### src/rtl/gpio_bank_pkg.sv
package gpio_bank_pkg;
  localparam int ADDR_W = 5;
  typedef enum logic [ADDR_W-1:0] {
    RA_OUT   = 5'h00,
    RA_DIR   = 5'h04,
    RA_BLINK = 5'h08,
    RA_POL   = 5'h0C,
    RA_DIN   = 5'h10,
    RA_CAUSE = 5'h14,
    RA_EMASK = 5'h18,
    RA_LMASK = 5'h1C
  } reg_addr_e;
endpackage

### src/rtl/gpio_bank_sync.sv
module gpio_bank_sync #(
  parameter int W = 32
) (
  input  logic         clk,
  input  logic         rst_n,
  input  logic [W-1:0] d,
  output logic [W-1:0] q
);
  logic [W-1:0] meta_q;
  logic [W-1:0] stab_q;

  always_ff @(posedge clk or negedge rst_n) begin
    if (!rst_n) begin
      meta_q <= '0;
      stab_q <= '0;
    end else begin
      meta_q <= d;
      stab_q <= meta_q;
    end
  end

  assign q = stab_q;
endmodule

### src/rtl/gpio_bank_blink.sv
module gpio_bank_blink #(
  parameter int DIV = 1024
) (
  input  logic clk,
  input  logic rst_n,
  output logic phase
);
  localparam int CW = (DIV > 2) ? $clog2(DIV) : 1;
  localparam logic [CW-1:0] LAST = CW'(DIV - 1);

  logic [CW-1:0] cnt_q, cnt_d;
  logic          phase_q, phase_d;
  logic          wrap;

  assign wrap = (cnt_q == LAST);

  always_comb begin
    cnt_d   = wrap ? '0 : cnt_q + 1'b1;
    phase_d = wrap ? ~phase_q : phase_q;
  end

  always_ff @(posedge clk or negedge rst_n) begin
    if (!rst_n) begin
      cnt_q   <= '0;
      phase_q <= 1'b0;
    end else begin
      cnt_q   <= cnt_d;
      phase_q <= phase_d;
    end
  end

  assign phase = phase_q;

  AST_TICK_RANGE: assert property (@(posedge clk) disable iff (!rst_n)
    cnt_q <= LAST);
endmodule

### src/rtl/gpio_bank_irq.sv
module gpio_bank_irq #(
  parameter int LINES = 32,
  parameter int GROUP = 8
) (
  input  logic                     clk,
  input  logic                     rst_n,
  input  logic [LINES-1:0]         din,
  input  logic                     cause_we,
  input  logic                     emask_we,
  input  logic                     lmask_we,
  input  logic [LINES-1:0]         wdata,
  output logic [LINES-1:0]         cause,
  output logic [LINES-1:0]         emask,
  output logic [LINES-1:0]         lmask,
  output logic [LINES/GROUP-1:0]   summary
);
  localparam int GROUPS = LINES / GROUP;

  logic [LINES-1:0] prev_q;
  logic [LINES-1:0] cause_q, cause_d;
  logic [LINES-1:0] emask_q, emask_d;
  logic [LINES-1:0] lmask_q, lmask_d;
  logic [LINES-1:0] rise;
  logic [LINES-1:0] pending;

  assign rise = din & ~prev_q;

  always_comb begin
    cause_d = cause_we ? (cause_q & wdata) : cause_q;
    cause_d = cause_d | rise;
    emask_d = emask_we ? wdata : emask_q;
    lmask_d = lmask_we ? wdata : lmask_q;
  end

  always_ff @(posedge clk or negedge rst_n) begin
    if (!rst_n) begin
      prev_q  <= '0;
      cause_q <= '0;
      emask_q <= '0;
      lmask_q <= '0;
    end else begin
      prev_q  <= din;
      cause_q <= cause_d;
      emask_q <= emask_d;
      lmask_q <= lmask_d;
    end
  end

  assign pending = (din & lmask_q) | (cause_q & emask_q);

  for (genvar g = 0; g < GROUPS; g++) begin : g_grp
    assign summary[g] = |pending[g*GROUP +: GROUP];
  end

  assign cause = cause_q;
  assign emask = emask_q;
  assign lmask = lmask_q;

  AST_CAUSE_HOLD: assert property (@(posedge clk) disable iff (!rst_n)
    !cause_we |=> ((cause_q & $past(cause_q)) == $past(cause_q)));
  AST_EDGE_WINS: assert property (@(posedge clk) disable iff (!rst_n)
    (|rise) |=> ((cause_q & $past(rise)) == $past(rise)));
  AST_MASKED_QUIET: assert property (@(posedge clk) disable iff (!rst_n)
    (emask_q == '0 && lmask_q == '0) |-> (summary == '0));
endmodule

### src/rtl/gpio_irq_bank.sv
module gpio_irq_bank
  import gpio_bank_pkg::*;
#(
  parameter int LINES     = 32,
  parameter int GROUP     = 8,
  parameter int BLINK_DIV = 1024
) (
  input  logic                   clk,
  input  logic                   rst_n,
  input  logic [ADDR_W-1:0]      reg_addr,
  input  logic                   reg_we,
  input  logic [LINES-1:0]       reg_wdata,
  output logic [LINES-1:0]       reg_rdata,
  input  logic [LINES-1:0]       pad_in,
  output logic [LINES-1:0]       pad_out,
  output logic [LINES-1:0]       pad_oe,
  output logic [LINES/GROUP-1:0] irq_summary
);
  logic [LINES-1:0] out_q, out_d;
  logic [LINES-1:0] dir_q, dir_d;
  logic [LINES-1:0] blink_q, blink_d;
  logic [LINES-1:0] pol_q, pol_d;
  logic [LINES-1:0] pad_sync, din;
  logic [LINES-1:0] cause, emask, lmask;
  logic             phase;
  reg_addr_e        sel;

  assign sel = reg_addr_e'(reg_addr);

  always_comb begin
    out_d   = out_q;
    dir_d   = dir_q;
    blink_d = blink_q;
    pol_d   = pol_q;
    if (reg_we) begin
      case (sel)
        RA_OUT:   out_d   = reg_wdata;
        RA_DIR:   dir_d   = reg_wdata;
        RA_BLINK: blink_d = reg_wdata;
        RA_POL:   pol_d   = reg_wdata;
        default:  ;
      endcase
    end
  end

  always_ff @(posedge clk or negedge rst_n) begin
    if (!rst_n) begin
      out_q   <= '0;
      dir_q   <= '1;
      blink_q <= '0;
      pol_q   <= '0;
    end else begin
      out_q   <= out_d;
      dir_q   <= dir_d;
      blink_q <= blink_d;
      pol_q   <= pol_d;
    end
  end

  gpio_bank_sync #(.W(LINES)) u_sync (
    .clk   (clk),
    .rst_n (rst_n),
    .d     (pad_in),
    .q     (pad_sync)
  );

  assign din = pad_sync ^ pol_q;

  gpio_bank_blink #(.DIV(BLINK_DIV)) u_blink (
    .clk   (clk),
    .rst_n (rst_n),
    .phase (phase)
  );

  gpio_bank_irq #(.LINES(LINES), .GROUP(GROUP)) u_irq (
    .clk      (clk),
    .rst_n    (rst_n),
    .din      (din),
    .cause_we (reg_we && sel == RA_CAUSE),
    .emask_we (reg_we && sel == RA_EMASK),
    .lmask_we (reg_we && sel == RA_LMASK),
    .wdata    (reg_wdata),
    .cause    (cause),
    .emask    (emask),
    .lmask    (lmask),
    .summary  (irq_summary)
  );

  assign pad_oe  = ~dir_q;
  assign pad_out = out_q ^ (blink_q & ~dir_q & {LINES{phase}});

  always_comb begin
    case (sel)
      RA_OUT:   reg_rdata = out_q;
      RA_DIR:   reg_rdata = dir_q;
      RA_BLINK: reg_rdata = blink_q;
      RA_POL:   reg_rdata = pol_q;
      RA_DIN:   reg_rdata = din;
      RA_CAUSE: reg_rdata = cause;
      RA_EMASK: reg_rdata = emask;
      RA_LMASK: reg_rdata = lmask;
      default:  reg_rdata = '0;
    endcase
  end

  AST_STEADY_NO_BLINK: assert property (@(posedge clk) disable iff (!rst_n)
    ((blink_q & ~dir_q) == '0 && $stable(out_q)) |-> $stable(pad_out));
  AST_INPUT_UNDRIVEN: assert property (@(posedge clk) disable iff (!rst_n)
    ((pad_oe & dir_q) == '0));
endmodule

### config.mk
export PLATFORM = sky130hd
export DESIGN_NAME = gpio_irq_bank
export DESIGN_NICKNAME = d
export VERILOG_FILES = /design/src/rtl/gpio_bank_pkg.sv /design/src/rtl/gpio_bank_sync.sv /design/src/rtl/gpio_bank_blink.sv /design/src/rtl/gpio_bank_irq.sv /design/src/rtl/gpio_irq_bank.sv
export SDC_FILE = /design/constraint.sdc
export NUM_CORES = 1
export LEC_CHECK = 0
export BUFFER_PORTS_ARGS = -buffer_cell sky130_fd_sc_hd__buf_2
export CAP_MARGIN = 20
export CORE_MARGIN = 5
export CORE_UTILIZATION = 35
export CTS_BUF_LIST = sky130_fd_sc_hd__clkbuf_8
export DETAILED_ROUTE_END_ITERATION = 16
export GPL_TIMING_DRIVEN = 0
export SLEW_MARGIN = 20
export SYNTH_ARGS = -nofsm -noshare
export SYNTH_HDL_FRONTEND = slang
export SYNTH_SLANG_ARGS = --single-unit
### constraint.sdc
create_clock -name clk -period 2.99 [get_ports clk]
set_clock_uncertainty 0.15 [all_clocks]
set_input_delay 0.1495 -clock clk [delete_from_list [all_inputs] [get_ports clk]]
set_output_delay 0.1495 -clock clk [all_outputs]
set_load 0.01 [all_outputs]
==> results.py <==
metrics = {
    "floorplanning": {
        "initial_core_util_pct": 35.36,
        "die_area_um2": 45310,
        "io_pins": 172,
        "rows": 74,
        "core_um2": 40740,
        "die_y_um": 212.9,
        "die_w_um": 212.9,
    },
    "timing": {
        "rsz0062_at_grt": "no",
        "finalHoldViolations": 0,
        "worstMarginPinSlew_ps": 1109,
        "clock.fmax_mhz": 338.7,
        "layout_min_cycle_time_ps": 2953,
        "drv_slew": 0,
        "setup_viol": 0,
        "fin_ws_ps": 37.10,
        "fin_crit_sh_pct": 98.76,
        "max_slew_margin_pct": 26.05,
    },
    "synth": {
        "synth_most_common_cell": "dfrtp_1",
        "synthesis.nets": 1229,
        "synth_commonest_cells": "dfrtp_1, mux2_2, o21ai_0",
        "synth_top_family_by_area": "multiplexers",
        "synth.area.mux_share_pct": 15.36,
        "synth_fa_ha_area_share_pct": 0.08686,
        "syn_area_um2": 14410,
        "async_flop_share_pct": 100.0,
        "synth-seq-area-share_pct": 57.78,
        "synth.distinct_cells": 42,
        "yosysTopAreaCellShare_pct": 51.94,
        "ys_seq_elements": 331,
        "synth_top_area_cell": "dfrtp_1",
        "synth_simple_gate_area_share_pct": 7.348,
        "synth_compound_area_share_pct": 11.37,
        "synthXorXnorAreaFrac_pct": 4.378,
        "netlist_instances": 1156,
        "syn-mean-instance-area_um2": 12.46,
        "synth-main-ff-cell": "dfrtp_1",
        "synthTopCellsByArea": "dfrtp_1, mux2_2, dfstp_2",
        "synth-edff-count": 0,
        "ys_warn_count": 0,
    },
    "placed_design": {
        "dp_slack_ps": 30.06,
        "place_hpwl_um": 31760,
        "io_buffers": 168,
        "placed_cells": 1860,
        "place_congestion": 0.8921,
    },
    "power_and_ir_drop": {
        "pwr-share-clk_pct": 35.2,
        "cellLeakagePower_nw": 8.195,
        "peakVddDrop_mv": 0.3123,
        "pwr-share-comb_pct": 15.8,
        "seq_power_share_pct": 48.9,
        "power_mw": 11.83,
        "p_sw_share_pct": 29.00,
        "power.density_nw_per_um2": 649.3,
        "switchingPower_mw": 3.430,
        "p_int_mw": 8.396,
    },
    "detailed_routing": {
        "viasPerCell": 5.347,
        "drc": 0,
        "first_pass_iters": 5,
        "dr.first_iter.drc_count": 856,
        "wl_um": 47760,
        "avgRoutedWirePerCell_um": 23.09,
        "vias": 11060,
        "antenna_left": 0,
    },
    "setup_path": {
        "cpMaxStageDelayCell": "clkbuf_1",
        "cp_data_arrival_time_ps": 2650,
        "cp-start-kind": "primary input",
        "cp_max_fo": 10,
        "critical_path_class": "in2out",
        "endpoint_kind": "primary output",
        "crit_required_ps": 2690,
        "crit_chain": "buf_2 > or3_4 > nor3b_4 > clkbuf_1 > a2bb2oi_1 > nand4_1 > buf_2",
        "cp_slowest_stage_delay_ps": 720,
        "cp_num_buf_inv": 3,
        "crit_family": "simple AND/OR/NAND/NOR gates",
        "path_common_cell": "buf_2",
    },
    "global_routing": {
        "grt_use_met2_pct": 33.34,
        "use_met3_pct": 5.010,
        "grt_pass1_wl_um": 72240,
        "grt_pass1_vias": 11650,
        "busiest_layer": "met2",
        "grt_max_degree": 88,
        "gr-usage-all-layers_pct": 21.15,
        "antenna_found_initial": 0,
        "use_met1_pct": 28.48,
        "grt-ovfl-total": 0,
    },
    "layout": {
        "nNetsFinal": 1559,
        "fin_util_pct": 44.71,
        "drive_gt1_share_pct": 31.32,
        "final_cells": 2068,
        "insertedDiodeCount": 0,
        "synthToLayoutAreaGrowth_pct": 26.45,
    },
    "clock_network": {
        "cts-buffers-inserted": 58,
        "clk_latency_ps": 650,
        "post-cts-setup-buffer-count": 0,
        "clock-sinks": 331,
        "cts.path.max_buffers": 3,
        "cts_tree": "built",
        "clk_transition_reported_paths_ps": 60,
        "cts_root_buf": "clkbuf_8",
        "cts-htree-levels": 2,
    },
    "min_path": {
        "holdCritPathClass": "in2reg",
    },
    "run_status": {
        "outcome": "finished clean",
    },
    "job": {
        "drv_cap": 0,
    },
}
[through the flow]
step / setup TNS, ps / hold WS [ps] / area, um2
6_report: 0 / 67.26 / 18220
5_1_grt: 0 / 19.95 / 18220
4_1_cts: 0 / 4.542 / 18210
3_5_place_dp: 0 / -72.18 / 16030
3_3_place_gp: -1506550 / 108.6 / 15910
2_1_floorplan: 0 / -296.1 / 14410
[placed cells by master (no fill, tap or decap), types with 3 or more instances in the layout]
cell type / n
xnor2_1: 36
nand3_1: 45
dfrtp_1: 299
a21oi_1: 28
clkinv_2: 9
nor3_1: 34
a221oi_1: 21
a22oi_1: 67
a22o_1: 13
xor2_1: 36
nor3b_1: 27
clkbuf_8: 75
inv_1: 90
mux2_1: 31
nor2b_1: 6
a2bb2oi_1: 27
nor4b_1: 4
o21ai_0: 88
buf_1: 12
nor2_1: 8
clkbuf_1: 30
nand4_1: 27
mux2_2: 161
nand2_1: 4
clkbuf_2: 4
dfstp_2: 32
buf_6: 3
buf_16: 4
and3_1: 9
o21ai_1: 4
dlygate4sd3_1: 97
mux2i_1: 5
buf_2: 180
[flip-flops by register name, summed over array words and instances (netlist names)]
register       cells
u_irq.lmask       32
u_irq.emask       32
u_sync.q          32
dir_q             32
u_sync.meta_q     32
u_irq.prev_q      32
u_irq.cause       32
blink_q           32
pol_q             32
u_blink.cnt_q     10
u_blink.phase      1
out_q             32
[cell type report]
type / count / area, um2
inverters: 67 / 251.5
clock inverters: 35 / 155.1
flip-flops and latches: 331 / 8323
well taps: 532 / 665.6
multi-input cells: 695 / 5552
fillers: 3834 / 22520
clock buffers: 75 / 1032
repair buffers: 270 / 1952
plain buffers: 63 / 284.0
[repair_timing]
| item | in CTS | in global routing |
|---|---|---|
| endpoints found under the setup margin | 10 | 9 |
| hold buffers | 98 | 0 |
| endpoints found under the hold margin | 448 | 0 |
| gates resized for setup | 3 | 4 |
[kinds of logic after synthesis]
family          Yosys count
compound gates          248
xor+xnor                 72
fa+ha+maj                 1
buf+inv                 130
flops                   331
mux                     197
simple gates            177
[worst paths after layout]
| kind | startpoint | end | slack (ps) | cells past startpoint |
|---|---|---|---|---|
| max in group asynchronous | rst_n | dir_q[9]$_DFFE_PN1P_ | 1350 | 5 |
| worst max register to register | u_blink.cnt_q[3]$_DFF_PN0_ | u_blink.phase$_DFFE_PN0N_ | 1300 | 5 |
| min in group asynchronous | rst_n | dir_q[26]$_DFFE_PN1P_ | 500 | 3 |
| worst max-delay path | reg_addr[4] | reg_rdata[22] | 40 | 7 |
| worst min-delay path | pad_in[10] | u_sync.meta_q[10]$_DFF_PN0_ | 70 | 2 |
| worst min register to register | u_sync.meta_q[9]$_DFF_PN0_ | u_sync.q[9]$_DFF_PN0_ | 200 | 0 |
[power by group through the flow]
stage | clock, mW | sequential, mW | combinational, mW
floorplan | 0 | 5.64 | 1.09
global placement | 0 | 5.82 | 1.72
detailed placement | 0 | 5.84 | 1.77
CTS | 4.28 | 5.77 | 1.89
global route | 4.49 | 5.86 | 2.05
finish | 4.17 | 5.78 | 1.87
[metal layers]
| metal | part of all wire (%) | vias to the layer above |
|---|---|---|
| met1 | 43 | 5582 |
| met3 | 8.0 | 111 |
| met5 | 0 | - |
| li1 | - | 4898 |
| met2 | 46 | 467 |
| met4 | 3.6 | 0 |
(Power assumes the default switching activity.)
